--- src/rtl/dwc_alu_pkg.sv ---
package dwc_alu_pkg;
    typedef enum logic [3:0] {
        OP_ADD = 4'd0, OP_SUB = 4'd1, OP_ADC = 4'd2, OP_SBC = 4'd3,
        OP_CMP = 4'd4, OP_CMC = 4'd5, OP_AND = 4'd6, OP_OR  = 4'd7,
        OP_XOR = 4'd8, OP_NOT = 4'd9
    } alu_op_e;

    typedef enum logic [1:0] {
        CND_ALWAYS = 2'd0, CND_CSET = 2'd1, CND_CCLR = 2'd2, CND_SPARE = 2'd3
    } alu_cond_e;

    typedef enum logic [1:0] {
        CLS_ADD, CLS_SUB, CLS_LOGIC, CLS_NONE
    } alu_cls_e;

    localparam int FLAG_C = 0;
    localparam int FLAG_Z = 1;
    localparam int FLAG_N = 2;
    localparam int FLAG_V = 3;
    localparam int FLAG_W = 4;
endpackage

--- src/rtl/dwc_operand_sel.sv ---
module dwc_operand_sel #(
    parameter int DATA_W = 24,
    parameter int IMM_W  = 7
) (
    input  logic [DATA_W-1:0] reg_val_i,
    input  logic [IMM_W-1:0]  imm_i,
    input  logic              use_imm_i,
    input  logic              imm_signed_i,
    output logic [DATA_W-1:0] operand_o
);
    localparam int PAD_W = DATA_W - IMM_W;

    logic [PAD_W-1:0] pad;

    always_comb begin
        pad = imm_signed_i ? {PAD_W{imm_i[IMM_W-1]}} : '0;
        operand_o = use_imm_i ? {pad, imm_i} : reg_val_i;
    end
endmodule

--- src/rtl/dwc_arith_lane.sv ---
module dwc_arith_lane #(
    parameter int W = 16
) (
    input  logic [W-1:0] a_i,
    input  logic [W-1:0] b_i,
    input  logic         cin_i,
    input  logic         sub_i,
    output logic [W-1:0] res_o,
    output logic         carry_o,
    output logic         ovf_o
);
    logic into_msb;
    logic out_msb;

    always_comb begin
        if (sub_i) begin
            res_o = a_i - b_i - {{(W-1){1'b0}}, cin_i};
        end else begin
            res_o = a_i + b_i + {{(W-1){1'b0}}, cin_i};
        end
        into_msb = res_o[W-1] ^ a_i[W-1] ^ b_i[W-1];
        if (sub_i) begin
            out_msb = (~a_i[W-1] & b_i[W-1]) | (~a_i[W-1] & into_msb)
                    | (b_i[W-1] & into_msb);
        end else begin
            out_msb = (a_i[W-1] & b_i[W-1]) | (a_i[W-1] & into_msb)
                    | (b_i[W-1] & into_msb);
        end
        carry_o = out_msb;
        ovf_o   = into_msb ^ out_msb;
    end
endmodule

--- src/rtl/dwc_flag_reg.sv ---
module dwc_flag_reg #(
    parameter int FW = 4
) (
    input  logic          clk,
    input  logic          rst_n,
    input  logic [FW-1:0] flags_d,
    output logic [FW-1:0] flags_q
);
    always_ff @(posedge clk or negedge rst_n) begin
        if (!rst_n) begin
            flags_q <= '0;
        end else begin
            flags_q <= flags_d;
        end
    end
endmodule

--- src/rtl/dwc_alu.sv ---
module dwc_alu
    import dwc_alu_pkg::*;
#(
    parameter int NARROW_W = 16,
    parameter int WIDE_W   = 24,
    parameter int IMM_W    = 7
) (
    input  logic                clk,
    input  logic                rst_n,
    input  logic                valid_i,
    input  logic [3:0]          op_i,
    input  logic                wide_i,
    input  logic [1:0]          cond_i,
    input  logic                use_imm_i,
    input  logic                imm_signed_i,
    input  logic [IMM_W-1:0]    imm_i,
    input  logic [WIDE_W-1:0]   a_i,
    input  logic [WIDE_W-1:0]   b_i,
    output logic [WIDE_W-1:0]   result_o,
    output logic                wr_en_o,
    output logic [FLAG_W-1:0]   flags_next_o,
    output logic [FLAG_W-1:0]   flags_o
);
    localparam int PAD_W = WIDE_W - NARROW_W;

    alu_op_e             op;
    alu_cls_e            cls;
    logic                wide_eff;
    logic                use_cin;
    logic                no_write;
    logic                cond_ok;
    logic [WIDE_W-1:0]   b_sel;
    logic                cin;
    logic                lane_sub;

    logic [NARROW_W-1:0] n_res;
    logic                n_c;
    logic                n_v;
    logic [WIDE_W-1:0]   w_res;
    logic                w_c;
    logic                w_v;
    logic [NARROW_W-1:0] logic_res;
    logic [FLAG_W-1:0]   flags_calc;
    logic                calc_c;
    logic                calc_v;

    // Operation decode into class, width and write-back behaviour
    always_comb begin
        op       = alu_op_e'(op_i);
        cls      = CLS_NONE;
        use_cin  = 1'b0;
        no_write = 1'b0;
        wide_eff = 1'b0;
        unique case (op)
            OP_ADD:  begin cls = CLS_ADD; wide_eff = wide_i; end
            OP_ADC:  begin cls = CLS_ADD; use_cin = 1'b1; end
            OP_SUB:  begin cls = CLS_SUB; wide_eff = wide_i; end
            OP_SBC:  begin cls = CLS_SUB; use_cin = 1'b1; end
            OP_CMP:  begin cls = CLS_SUB; wide_eff = wide_i; no_write = 1'b1; end
            OP_CMC:  begin cls = CLS_SUB; use_cin = 1'b1; no_write = 1'b1; end
            OP_AND, OP_OR, OP_XOR, OP_NOT: cls = CLS_LOGIC;
            default: begin cls = CLS_NONE; no_write = 1'b1; end
        endcase
        cin      = use_cin & flags_o[FLAG_C];
        lane_sub = (cls == CLS_SUB);
    end

    // Carry condition qualifier
    always_comb begin
        unique case (alu_cond_e'(cond_i))
            CND_CSET: cond_ok = flags_o[FLAG_C];
            CND_CCLR: cond_ok = ~flags_o[FLAG_C];
            default:  cond_ok = 1'b1;
        endcase
    end

    dwc_operand_sel #(.DATA_W(WIDE_W), .IMM_W(IMM_W)) u_opsel (
        .reg_val_i    (b_i),
        .imm_i        (imm_i),
        .use_imm_i    (use_imm_i),
        .imm_signed_i (imm_signed_i),
        .operand_o    (b_sel)
    );

    dwc_arith_lane #(.W(NARROW_W)) u_lane_n (
        .a_i     (a_i[NARROW_W-1:0]),
        .b_i     (b_sel[NARROW_W-1:0]),
        .cin_i   (cin),
        .sub_i   (lane_sub),
        .res_o   (n_res),
        .carry_o (n_c),
        .ovf_o   (n_v)
    );

    dwc_arith_lane #(.W(WIDE_W)) u_lane_w (
        .a_i     (a_i),
        .b_i     (b_sel),
        .cin_i   (cin),
        .sub_i   (lane_sub),
        .res_o   (w_res),
        .carry_o (w_c),
        .ovf_o   (w_v)
    );

    // Bitwise unit, always narrow
    always_comb begin
        unique case (op)
            OP_AND:  logic_res = a_i[NARROW_W-1:0] & b_sel[NARROW_W-1:0];
            OP_OR:   logic_res = a_i[NARROW_W-1:0] | b_sel[NARROW_W-1:0];
            OP_XOR:  logic_res = a_i[NARROW_W-1:0] ^ b_sel[NARROW_W-1:0];
            default: logic_res = ~b_sel[NARROW_W-1:0];
        endcase
    end

    // Result and raw flag selection
    always_comb begin
        calc_c = 1'b0;
        calc_v = 1'b0;
        unique case (cls)
            CLS_ADD, CLS_SUB: begin
                if (wide_eff) begin
                    result_o = w_res;
                    calc_c   = w_c;
                    calc_v   = w_v;
                end else begin
                    result_o = {{PAD_W{1'b0}}, n_res};
                    calc_c   = n_c;
                    calc_v   = n_v;
                end
            end
            CLS_LOGIC: result_o = {{PAD_W{1'b0}}, logic_res};
            default:   result_o = '0;
        endcase
        flags_calc[FLAG_C] = calc_c;
        flags_calc[FLAG_V] = calc_v;
        flags_calc[FLAG_Z] = (result_o == '0);
        flags_calc[FLAG_N] = wide_eff ? result_o[WIDE_W-1] : result_o[NARROW_W-1];
    end

    // Commit: write-back and next flag state
    always_comb begin
        if (valid_i && cond_ok && (cls != CLS_NONE)) begin
            flags_next_o = flags_calc;
            wr_en_o      = ~no_write;
        end else begin
            flags_next_o = flags_o;
            wr_en_o      = 1'b0;
        end
    end

    dwc_flag_reg #(.FW(FLAG_W)) u_flags (
        .clk     (clk),
        .rst_n   (rst_n),
        .flags_d (flags_next_o),
        .flags_q (flags_o)
    );
endmodule

--- config.mk ---
export PLATFORM = sky130hd
export DESIGN_NAME = dwc_alu
export DESIGN_NICKNAME = d
export VERILOG_FILES = /design/src/rtl/dwc_alu_pkg.sv /design/src/rtl/dwc_operand_sel.sv /design/src/rtl/dwc_arith_lane.sv /design/src/rtl/dwc_flag_reg.sv /design/src/rtl/dwc_alu.sv
export SDC_FILE = /design/constraint.sdc
export NUM_CORES = 1
export LEC_CHECK = 0
export ABC_AREA = 1
export BUFFER_PORTS_ARGS = -buffer_cell sky130_fd_sc_hd__buf_4
export CAP_MARGIN = 20
export CORE_AREA = 2 2 105 147
export DETAILED_ROUTE_END_ITERATION = 10
export DIE_AREA = 0 0 107 149
export SYNTH_ARGS = -nofsm -noshare
export SYNTH_HDL_FRONTEND = slang
export SYNTH_SLANG_ARGS = --single-unit
--- constraint.sdc ---
create_clock -name clk -period 16.7 [get_ports clk]
set_input_delay 3.34 -clock clk [delete_from_list [all_inputs] [get_ports clk]]
set_output_delay 3.34 -clock clk [all_outputs]
set_load 0.01 [all_outputs]
# --- Word-level counts from Yosys, hierarchy flattened ---
# Index checks and enable logic that the tools add are counted.
word_totals:
  input_bits: 67
  ff_bits: 4
  output_inout_bits: 33
  elab_cells: 87
classes:
  mux: 20
  bitwise: 32
  reduce_logical: 12
  addsub: 8
  n_eq_ne: 14
ops:
  columns: ["operator", "count"]
  rows:
  - ["24-bit two-way mux", 3]
  - ["16-bit one-hot mux with 3 select lines", 1]
  - ["24-bit one-hot mux with 2 select lines", 1]
  - ["24-bit by 1-bit adder with 24-bit output", 1]
  - ["24-bit adder", 1]
  - ["24-bit zero test", 1]
  - ["24-bit by 1-bit subtractor with 24-bit output", 1]
  - ["24-bit subtractor", 1]
  - ["17-bit two-way mux", 1]
  - ["16-bit by 1-bit adder with 16-bit output", 1]
  - ["16-bit adder", 1]
  - ["16-bit AND", 1]
  - ["4-bit by 3-bit equality test with 1-bit output, second input constant", 4]
  - ["16-bit two-way mux", 1]
  - ["16-bit NOT", 1]
  - ["16-bit bitwise OR", 1]
  - ["16-bit by 1-bit subtractor with 16-bit output", 1]
  - ["16-bit subtractor", 1]
  - ["16-bit XOR", 1]
  - ["1-bit AND", 11]
  - ["1-bit two-way mux", 10]
  - ["4-bit by 2-bit equality test with 1-bit output, second input constant", 2]
  - ["4-bit equality test, second input constant", 2]
  - ["1-bit bitwise OR", 8]
  - ["16 further kinds", 29]

# --- Logic depth before layout (Yosys ltp) ---
# Gate-level depths: netlist of the first run.
depth:
  ltp_word: 16
  mapped_depth: 28
  depth_no_buf: 28

# --- Hierarchy ---
# A second synthesis of the first run with hierarchy kept.
unflattened:
  hier_cells: 1476
  hier_area_um2: 8075.2
by_module_without_submodules:
  columns: ["module", "seq_area_each_um2", "area_each_um2", "cells_each", "n_inst"]
  rows:
  - ["dwc_arith_lane (u_lane_w)", 0.0, 3588.4, 662, 1]
  - ["dwc_arith_lane (u_lane_n)", 0.0, 2177.1, 382, 1]
  - ["dwc_alu", 0.0, 1936.9, 367, 1]
  - ["dwc_operand_sel", 0.0, 272.8, 61, 1]
  - ["dwc_flag_reg", 100.1, 100.1, 4, 1]

# --- Worst setup path after synthesis of the first run ---
# Ideal clock, no wire load.
synth_path:
  path_type: "in2out"
  startpoint: "in use_imm_i"
  endpoint: "out flags_next_o[3]"
  path_buffers: 2
  arrival_ns: 6.721
  slack_ns: 6.639
  cell_stages: 24
  required_time_ns: 13.360
  path_cell_list: "buf_2 buf_2 o21ai_0 inv_1 ha_1 inv_1 ha_1 nand2_1 nor2_1 nand2_1 nor2_1 nand2_1 nand3_1 nand2_1 nand3_1 nand2_1 xor2_1 ha_1 nor2_1 o21ai_0 nand3b_1 o21ai_0 nand2_1 o21ai_0"
synth_between:
  elab_chain_cells: 14
  word_cells_on_any_way: 40
  cone_classes: "add/sub: 8; mux: 8; bitwise: 24"
synth_lines:
  columns: ["item", "line", "rtl"]
  rows:
  - ["start, declared", "dwc_alu.sv:14", "input logic use_imm_i,"]
  - ["24-bit two-way mux (*)", "dwc_operand_sel.sv:17", "operand_o = use_imm_i ? {pad, imm_i} : reg_val_i;"]
  - ["24-bit adder, or another cell as far along", "dwc_arith_lane.sv:19", "res_o = a_i + b_i + {{(W-1){1'b0}}, cin_i};"]
  - ["24-bit by 1-bit adder with 24-bit output, or another cell as far along", "dwc_arith_lane.sv:19", null]
  - ["24-bit two-way mux or 16-bit two-way mux (tied branches)", "dwc_arith_lane.sv:16", "if (sub_i) begin"]
  - ["1-bit XOR (2 in a row)", "dwc_arith_lane.sv:21", "into_msb = res_o[W-1] ^ a_i[W-1] ^ b_i[W-1];"]
  - ["1-bit AND, on equally long branches", "dwc_arith_lane.sv:26, dwc_arith_lane.sv:23", null]
  - ["1-bit bitwise OR, on equally long branches", "dwc_arith_lane.sv:26, dwc_arith_lane.sv:23", null]
  - ["1-bit bitwise OR, on equally long branches", "dwc_arith_lane.sv:27, dwc_arith_lane.sv:24", null]
  - ["1-bit two-way mux", "dwc_arith_lane.sv:22", "if (sub_i) begin"]
  - ["1-bit XOR", "dwc_arith_lane.sv:30", "ovf_o = into_msb ^ out_msb;"]
  - ["1-bit two-way mux (*)", "dwc_alu.sv:121", "if (wide_eff) begin"]
  - ["1-bit two-way mux (*)", "dwc_alu.sv:119", "unique case (cls)"]
  - ["4-bit two-way mux (*)", "dwc_alu.sv:142", "if (valid_i && cond_ok && (cls != CLS_NONE)) begin"]
  - ["end, declared", "dwc_alu.sv:21", "output logic [FLAG_W-1:0] flags_next_o,"]
# Every way passes the cells marked *; elsewhere a longest branch is shown, timed or not.

# --- Worst setup path after layout of the first run ---
# Same ends and word-level chain as after synthesis.

==> results.sh, run 1 <==
export IMPL_top_regs="u_flags.flags_q x4"
export IMPL_ys_warnings_count=0
export IMPL_postCtsSetupRepairBufs=0
export IMPL_cap_violations=0
export IMPL_post_drt_wl_per_cell_um=15.1
export IMPL_maxSlewHeadroom=0.385
export IMPL_cts_resized=0
export IMPL_synth_seq_area_share=0.0175
export IMPL_area_growth_pct=17.1
export IMPL_wirelength_um=21200
export IMPL_power_switching_share=0.575
export IMPL_htree_levels=1
export IMPL_grt_util_all_layers=0.260
export IMPL_syn_inst=1122
export IMPL_insertion_delay_ns=0.23
export IMPL_p_sw_w=0.000210
export IMPL_critPathKind="input pin to primary output"
export IMPL_crit_family="simple AND/OR/NAND/NOR gates"
export IMPL_cp_end_kind="primary output"
export IMPL_nNetsFinal=1374
export IMPL_crit_required_ns=13.36
export IMPL_antenna_left=0
export IMPL_worstPathArrival_ns=7.56
export IMPL_setup_tns_ns=0
export IMPL_route_vias_total=6979
export IMPL_slew_viol_final=0
export IMPL_rows=53
export IMPL_drc=0
export IMPL_cp_common_cell="nand2_1"
export IMPL_dp_hpwl_um=18300
export IMPL_placed_cell_area_sq_um=6620
export IMPL_cts_sinks=4
export IMPL_drt_iter0_drc=413
export IMPL_antenna_found_initial=0
export IMPL_cts_buffers=3
export IMPL_regMostFlops="u_flags.flags_q"
export IMPL_hold_buffers=0
export IMPL_rsz0062_at_grt="no"
export IMPL_final_cell_mix="nand2_1 (366), inv_1 (268), buf_4 (102)"
export IMPL_vias_per_cell=4.97
export IMPL_synth_edf_count=0
export IMPL_fin_skew_ns=0.000988
export IMPL_cts_tree="done"
export IMPL_p_leak_nw=4.24
export IMPL_avgSynthCellArea_sq_um=5.09
export IMPL_dr_pass1_iters=7
export IMPL_clk_path_buf_depth=2
export IMPL_antennaDiodeCount=0
export IMPL_r2r_slack_ns=12.77
export IMPL_outcome="finished clean"
export IMPL_finalHoldViolCount=0
export IMPL_worst_pin_slew_ns=0.920
export IMPL_initial_core_util=0.386
export IMPL_period_needed_ns=10.90
export IMPL_critical_path_buf_inv_count=4
export IMPL_die_area_sq_um=15900
export IMPL_largest_reg_flops=4
export IMPL_p_per_area_nw_per_um2=54.7
export IMPL_worst_setup_path_start_kind="input pin"
export IMPL_syn_nets=1283
export IMPL_p_int_w=0.000156
export IMPL_drive_gt1_frac=0.109
export IMPL_place_congestion=0.990
export IMPL_max_freq_mhz=91.7
export IMPL_ir_drop_uv=23.9
export IMPL_holdWs_ns=0.533
export IMPL_syn_area_sq_um=5720
export IMPL_yosys_register_bits=4
export IMPL_setup_viol=0
export IMPL_combPwrFrac=0.856
export IMPL_seqPwrFrac=0.036
export IMPL_grt_overflow=0
export IMPL_async_flop_share=1.00
export IMPL_grt_pass1_wl_um=32700
export IMPL_fill_cells=1744
export IMPL_root_buffer="clkbuf_16"
export IMPL_portBuffers=99
export IMPL_grt_pass1_vias=6530
export IMPL_grt_max_degree=31
export IMPL_hold_path_class="register to register"
export IMPL_fin_area_sq_um=6690
export IMPL_boundaryPins=100
export IMPL_chipWidth_um=107
export IMPL_core_area_sq_um=14800
export IMPL_clkTransAtPathRegs_ns=0.03
export IMPL_fin_cells=1403
export IMPL_dp_cells=1400
export IMPL_layout_commonest_cell="nand2_1"
export IMPL_synthFlopType="dfrtp_1"
export IMPL_synth_cell_types=36
export IMPL_power_frac_clock=0.107
export IMPL_fin_crit_sh=0.653
export IMPL_regArea_sq_um=100
export IMPL_path_max_fanout=26
export IMPL_crit_path_max_incr_delay_ns=0.38
export IMPL_crit_slowest_cell="ha_1"
export IMPL_die_y_um=149
export IMPL_multi_input_area_sq_um=4470
## layer usage
layer  track usage  vias to the layer above  wire length (um)
li1              -                     3632                 -
met1         0.297                     3127              8340
met5             0                        -                 0
met2         0.492                      178             11000
met4         0.118                        0              1120
met3        0.0140                       42               718
## metrics by stage
step | total power [W] | setup slack (ns) | utilization
2_1_floorplan | 0.000226 | 6.64 | -
3_3_place_gp | 0.000324 | 5.91 | 0.447
3_5_place_dp | 0.000324 | 5.85 | 0.447
4_1_cts | 0.000365 | 5.84 | 0.452
5_1_grt | 0.000407 | 5.29 | 0.452
6_report | 0.000366 | 5.80 | 0.452
## tightest hold or removal path, stage by stage, from the launching register on
cell     delay [ns]
dfrtp_1        0.34
nand2_1        0.06
nand2_1        0.09
## layout make-up
cell class / instances / area share
inverter: 276 / 0.155
timing repair buffer: 102 / 0.114
sequential: 4 / 0.0150
clock buffer: 3 / 0.0112
multi-input combinational: 826 / 0.669
tap: 192 / 0.0359
## power by group through the flow
| stage | Combinational, W | Sequential [W] | Clock [W] |
|---|---|---|---|
| 6_report | 0.000313 | 0.0000133 | 0.0000393 |
| 3_5_place_dp | 0.000311 | 0.0000132 | 0 |
| 3_3_place_gp | 0.000311 | 0.0000133 | 0 |
| 4_1_cts | 0.000313 | 0.0000133 | 0.0000387 |
| 5_1_grt | 0.000355 | 0.0000135 | 0.0000389 |
| 2_1_floorplan | 0.000212 | 0.0000142 | 0 |
## synthesized netlist by cell type (6+ instances only)
| master | n | area share |
|---|---|---|
| ha_1 | 90 | 0.20 |
| nor3_1 | 6 | 0.0053 |
| a21oi_1 | 37 | 0.032 |
| o21ai_0 | 45 | 0.039 |
| or2_2 | 7 | 0.0077 |
| nand3_1 | 100 | 0.088 |
| nand2_1 | 366 | 0.24 |
| nand4_1 | 18 | 0.020 |
| o22ai_1 | 10 | 0.011 |
| buf_2 | 9 | 0.0079 |
| nor2_1 | 94 | 0.062 |
| inv_1 | 268 | 0.18 |
| inv_2 | 8 | 0.0053 |
| o2111ai_1 | 6 | 0.0092 |
## logic make-up after synthesis
family                     synth area share
buffers and inverters                 0.200
xor gates and xnor gates             0.0138
AOI/OAI and AO/OA                     0.120
adders and majority gates             0.211
and+or+nand+nor                       0.438
DFF                                  0.0175
## worst paths after layout
kind | start | endpoint | cells after the start
setup / recovery | use_imm_i | flags_next_o[3] | 25
hold / removal | u_flags.flags_q[1]$_DFF_PN0_ | u_flags.flags_q[1]$_DFF_PN0_ | 2
setup reg to reg | u_flags.flags_q[0]$_DFF_PN0_ | u_flags.flags_q[3]$_DFF_PN0_ | 25
hold reg to reg | u_flags.flags_q[1]$_DFF_PN0_ | u_flags.flags_q[1]$_DFF_PN0_ | 2
max in group asynchronous | rst_n | u_flags.flags_q[2]$_DFF_PN0_ | 1
min in group asynchronous | rst_n | u_flags.flags_q[3]$_DFF_PN0_ | 1
Note: power is estimated with default switching activity, not from simulation.
==> run 2: changes to the inputs <==
Clock period 16.7 ns to 9.6 ns, I/O delays scaled along.
==> results.sh, run 2 (same netlist as run 1, synthesis figures left out) <==
export IMPL_max_freq_mhz=124
export IMPL_worst_pin_slew_ns=0.929
export IMPL_boundaryPins=100
export IMPL_hp_start="u_flags.flags_q[1]$_DFF_PN0_"
export IMPL_post_drt_wl_per_cell_um=15.1
export IMPL_wl_met1_um=8330
export IMPL_cp_startpoint="use_imm_i"
export IMPL_cts_tree="done"
export IMPL_vias_per_cell=4.95
export IMPL_grt_pass1_wl_um=33000
export IMPL_outcome="finished clean"
export IMPL_fin_crit_sh=0.839
export IMPL_chipWidth_um=107
export IMPL_postCtsSetupRepairBufs=0
export IMPL_setup_tns_ns=0
export IMPL_cap_violations=0
export IMPL_place_congestion=0.993
export IMPL_largest_reg_flops=4
export IMPL_rows=53
export IMPL_layout_commonest_cell="nand2_1"
export IMPL_dr_pass1_iters=5
export IMPL_grt_util_all_layers=0.262
export IMPL_wirelength_um=21200
export IMPL_rr_startpoint="u_flags.flags_q[0]$_DFF_PN0_"
export IMPL_worst_setup_path_start_kind="input pin"
export IMPL_crit_slowest_cell="ha_1"
export IMPL_cts_resized=0
export IMPL_antenna_found_initial=0
export IMPL_final_cell_mix="nand2_1 (366), inv_1 (268), buf_4 (102)"
export IMPL_drive_gt1_frac=0.109
export IMPL_dp_hpwl_um=18300
export IMPL_setup_viol=0
export IMPL_period_needed_ns=8.06
export IMPL_cts_sinks=4
export IMPL_antenna_left=0
export IMPL_grt_max_degree=31
export IMPL_initial_core_util=0.386
export IMPL_clkTransAtPathRegs_ns=0.03
export IMPL_route_vias_total=6946
export IMPL_die_area_sq_um=15900
export IMPL_regMostFlops="u_flags.flags_q"
export IMPL_routed_wl_met3_um=781
export IMPL_fin_skew_ns=0.00246
export IMPL_drt_iter0_drc=428
export IMPL_cp_end_kind="primary output"
export IMPL_p_leak_nw=4.24
export IMPL_top_layer="met4"
export IMPL_crit_required_ns=7.68
export IMPL_hold_buffers=0
export IMPL_ir_drop_uv=42.9
export IMPL_path_max_fanout=26
export IMPL_maxSlewHeadroom=0.378
export IMPL_crit_path_max_incr_delay_ns=0.38
export IMPL_fin_cells=1403
export IMPL_top_regs="u_flags.flags_q x4"
export IMPL_grt_overflow=0
export IMPL_wl_met2_um=11200
export IMPL_hold_path_class="register to register"
export IMPL_dp_cells=1400
export IMPL_area_growth_pct=17.1
export IMPL_root_buffer="clkbuf_16"
export IMPL_core_area_sq_um=14800
export IMPL_rsz0062_at_grt="no"
export IMPL_fill_cells=1722
export IMPL_worstPathArrival_ns=6.14
export IMPL_critPathKind="input pin to primary output"
export IMPL_die_y_um=149
export IMPL_clk_path_buf_depth=2
export IMPL_portBuffers=99
export IMPL_finalHoldViolCount=0
export IMPL_drc=0
export IMPL_antennaDiodeCount=0
export IMPL_slew_viol_final=0
export IMPL_cp_common_cell="nand2_1"
export IMPL_cts_buffers=3
export IMPL_nNetsFinal=1374
export IMPL_grt_pass1_vias=6622
export IMPL_p_per_area_nw_per_um2=94.8
export IMPL_htree_levels=1
export IMPL_insertion_delay_ns=0.23
==> run 2: cell counts in the layout (fill, tap and decap cells not counted) <==
Identical to the previous run, type by type.
==> run 2: worst paths after layout <==
check,end,slack (ns),cells after the start
setup / recovery,flags_next_o[3],1.54,25
hold / removal,u_flags.flags_q[1]$_DFF_PN0_,0.52,2
setup reg to reg,u_flags.flags_q[3]$_DFF_PN0_,5.68,24
hold reg to reg,u_flags.flags_q[1]$_DFF_PN0_,0.52,2
max in group asynchronous,u_flags.flags_q[1]$_DFF_PN0_,8.01,1
min in group asynchronous,u_flags.flags_q[3]$_DFF_PN0_,1.48,1
==> run 2: power breakdown <==
part           switching, W  internal (W)
sequential       0.00000217     0.0000207
combinational      0.000349      0.000197
clock             0.0000128     0.0000533
==> run 2: layout make-up <==
cell class	instances	area [sq um]	share of cell area
Clock buffer	3	75.1	0.0112
Inverter	276	1040	0.155
Multi-Input combinational cell	826	4470	0.669
Sequential cell	4	100	0.0150
Tap cell	192	240	0.0359
Timing Repair Buffer	102	766	0.114
==> run 2: routing by layer <==
layer  vias up  global-route usage
li1       3626                   -
met1      3072               0.303
met2       212               0.504
met3        36             0.00743
met4         0               0.100
met5         -                   0
==> run 2: worst max-delay path, delay by kind of cell <==
kind	cells	cell delay (ns)
and+or+nand+nor	13	1.42
adders and majority gates	3	1.09
AOI/OAI and AO/OA	4	0.84
buffers and inverters	4	0.73
xor gates and xnor gates	1	0.14
==> run 2: per-stage QoR <==
stage / setup WS, ns / utilization / total power [W] / hold WS [ns] / instance area (sq um)
after floorplan: 2.38 / - / 0.000393 / 0.596 / 5720
after global placement: 1.65 / 0.447 / 0.000564 / 0.515 / 6620
after detailed placement: 1.60 / 0.447 / 0.000564 / 0.507 / 6620
after CTS: 1.59 / 0.452 / 0.000633 / 0.517 / 6690
after global routing: 1.02 / 0.452 / 0.000708 / 0.555 / 6690
final: 1.54 / 0.452 / 0.000635 / 0.518 / 6690
==> run 3: changes to the inputs <==
Clock period 9.6 ns to 7.85 ns, I/O delays scaled along.
==> results.sh, run 3 (same netlist as run 1, synthesis figures left out) <==
export IMPL_hold_path_class="register to register"
export IMPL_fill_cells=1714
export IMPL_place_congestion=0.994
export IMPL_fin_crit_sh=0.946
export IMPL_max_freq_mhz=135
export IMPL_totalPowerFinal_w=0.000778
export IMPL_insertion_delay_ns=0.22
export IMPL_dp_hpwl_um=18500
export IMPL_finalHoldViolCount=0
export IMPL_vias_per_cell=4.91
export IMPL_die_area_sq_um=15900
export IMPL_grt_overflow=0
export IMPL_cts_buffers=3
export IMPL_setup_tns_ns=0
export IMPL_clkTransAtPathRegs_ns=0.03
export IMPL_p_leak_nw=4.25
export IMPL_cts_resized=0
export IMPL_wirelength_um=21400
export IMPL_setup_viol=0
export IMPL_antennaDiodeCount=0
export IMPL_setup_ws_ns=0.427
export IMPL_p_per_area_nw_per_um2=116
export IMPL_rsz0062_at_grt="no"
export IMPL_p_int_w=0.000332
export IMPL_cts_sinks=4
export IMPL_grt_max_degree=31
export IMPL_holdWs_ns=0.519
export IMPL_pre_cts_ws_ns=0.486
export IMPL_fin_skew_ns=0.000516
export IMPL_hold_buffers=0
export IMPL_cp_startpoint="use_imm_i"
export IMPL_grt_util_all_layers=0.261
export IMPL_power_frac_clock=0.101
export IMPL_largest_reg_flops=4
export IMPL_chipWidth_um=107
export IMPL_power_switching_share=0.572
export IMPL_drc=0
export IMPL_drt_iter0_drc=405
export IMPL_core_area_sq_um=14800
export IMPL_route_vias_total=6902
export IMPL_htree_levels=1
export IMPL_crit_end="flags_next_o[3]"
export IMPL_final_cell_mix="nand2_1 (365), inv_1 (268), buf_4 (104)"
export IMPL_die_y_um=149
export IMPL_top_regs="u_flags.flags_q x4"
export IMPL_rows=53
export IMPL_maxSlewHeadroom=0.395
export IMPL_cap_violations=0
export IMPL_cp_end_kind="primary output"
export IMPL_seqPwrFrac=0.036
export IMPL_crit_required_ns=6.28
export IMPL_r2r_slack_ns=3.84
export IMPL_layout_commonest_cell="nand2_1"
export IMPL_regMostFlops="u_flags.flags_q"
export IMPL_dr_pass1_iters=4
export IMPL_critPathKind="input pin to primary output"
export IMPL_ir_drop_uv=61.8
export IMPL_slew_viol_final=0
export IMPL_post_drt_wl_per_cell_um=15.2
export IMPL_rr_startpoint="u_flags.flags_q[0]$_DFF_PN0_"
export IMPL_worstPathArrival_ns=5.85
export IMPL_reg2reg_depth=25
export IMPL_grt_pass1_wl_um=32500
export IMPL_antenna_left=0
export IMPL_postCtsSetupRepairBufs=0
export IMPL_path_max_fanout=26
export IMPL_clk_path_buf_depth=2
export IMPL_utilization=0.454
export IMPL_portBuffers=99
export IMPL_antenna_found_initial=0
export IMPL_cts_tree="done"
export IMPL_grt_pass1_vias=6522
export IMPL_combPwrFrac=0.862
export IMPL_drive_gt1_frac=0.111
export IMPL_worst_setup_path_start_kind="input pin"
export IMPL_worst_pin_slew_ns=0.904
export IMPL_root_buffer="clkbuf_16"
export IMPL_boundaryPins=100
export IMPL_timing_rr_end="u_flags.flags_q[3]$_DFF_PN0_"
export IMPL_outcome="finished clean"
export IMPL_initial_core_util=0.386
export IMPL_area_growth_pct=17.4
export IMPL_p_sw_w=0.000445
export IMPL_period_needed_ns=7.42
export IMPL_nNetsFinal=1376
==> run 3: cell count changes in the layout (fill, tap and decap cells not counted), sizes merged <==
cell and delta:
buf +2
==> run 3: worst min path at each step <==
stage	startpoint	to	slack, ns	cells past startpoint
detailed placement	u_flags.flags_q[1]$_DFF_PN0_	u_flags.flags_q[1]$_DFF_PN0_	0.51	2
global placement	u_flags.flags_q[1]$_DFF_PN0_	u_flags.flags_q[1]$_DFF_PN0_	0.51	2
floorplan	u_flags.flags_q[1]$_DFF_PN0_	u_flags.flags_q[1]$_DFF_PN0_	0.60	2
finish	u_flags.flags_q[1]$_DFF_PN0_	u_flags.flags_q[1]$_DFF_PN0_	0.52	2
global route	u_flags.flags_q[1]$_DFF_PN0_	u_flags.flags_q[1]$_DFF_PN0_	0.57	2
CTS	u_flags.flags_q[1]$_DFF_PN0_	u_flags.flags_q[1]$_DFF_PN0_	0.52	2
==> run 3: metrics by stage <==
step	instance area [sq um]	cells
global route	6710	1405
floorplan	5720	1122
CTS	6710	1405
finish	6710	1405
global placement	6630	1402
detailed placement	6630	1402
==> run 3: power groups by stage <==
| stage | clock [W] | sequential, W | combinational [W] |
|---|---|---|---|
| 2_1_floorplan | 0 | 0.0000303 | 0.000450 |
| 3_3_place_gp | 0 | 0.0000283 | 0.000665 |
| 3_5_place_dp | 0 | 0.0000282 | 0.000666 |
| 4_1_cts | 0.0000792 | 0.0000281 | 0.000669 |
| 5_1_grt | 0.0000816 | 0.0000287 | 0.000756 |
| 6_report | 0.0000787 | 0.0000282 | 0.000671 |
==> run 3: per-layer routing <==
layer  track usage  up-vias  wire [um]
li1              -     3640          -
met1         0.292     3044       8510
met2         0.490      165      11000
met3        0.0140       53        564
met4         0.139        0       1320
met5             0        -          0
==> run 3: final cells by class <==
cell class | instances | area, sq um | area share
Multi-Input combinational cell | 826 | 4480 | 0.667
Inverter | 276 | 1040 | 0.154
Timing Repair Buffer | 104 | 781 | 0.116
Clock buffer | 3 | 75.1 | 0.0112
Sequential cell | 4 | 100 | 0.0149
Tap cell | 192 | 240 | 0.0358
==> run 3: critical path, stage by stage <==
cell	delay (ns)
buf_4	0.26
inv_2	0.11
or2_2	0.28
o21a_1	0.15
fa_1	0.61
inv_1	0.06
ha_1	0.17
inv_1	0.05
nand2_1	0.09
nand2_1	0.08
nand2_1	0.08
nand2_1	0.09
nand2_1	0.13
nand2_1	0.12
nand3_1	0.09
nand2_1	0.06
nand3_1	0.20
nand2_1	0.17
xor2_1	0.15
ha_1	0.28
nor2_1	0.09
o21ai_0	0.08
nand3b_1	0.18
a21oi_1	0.08
o21ai_0	0.11
nand2_1	0.07
o21ai_0	0.25
buf_4	0.18
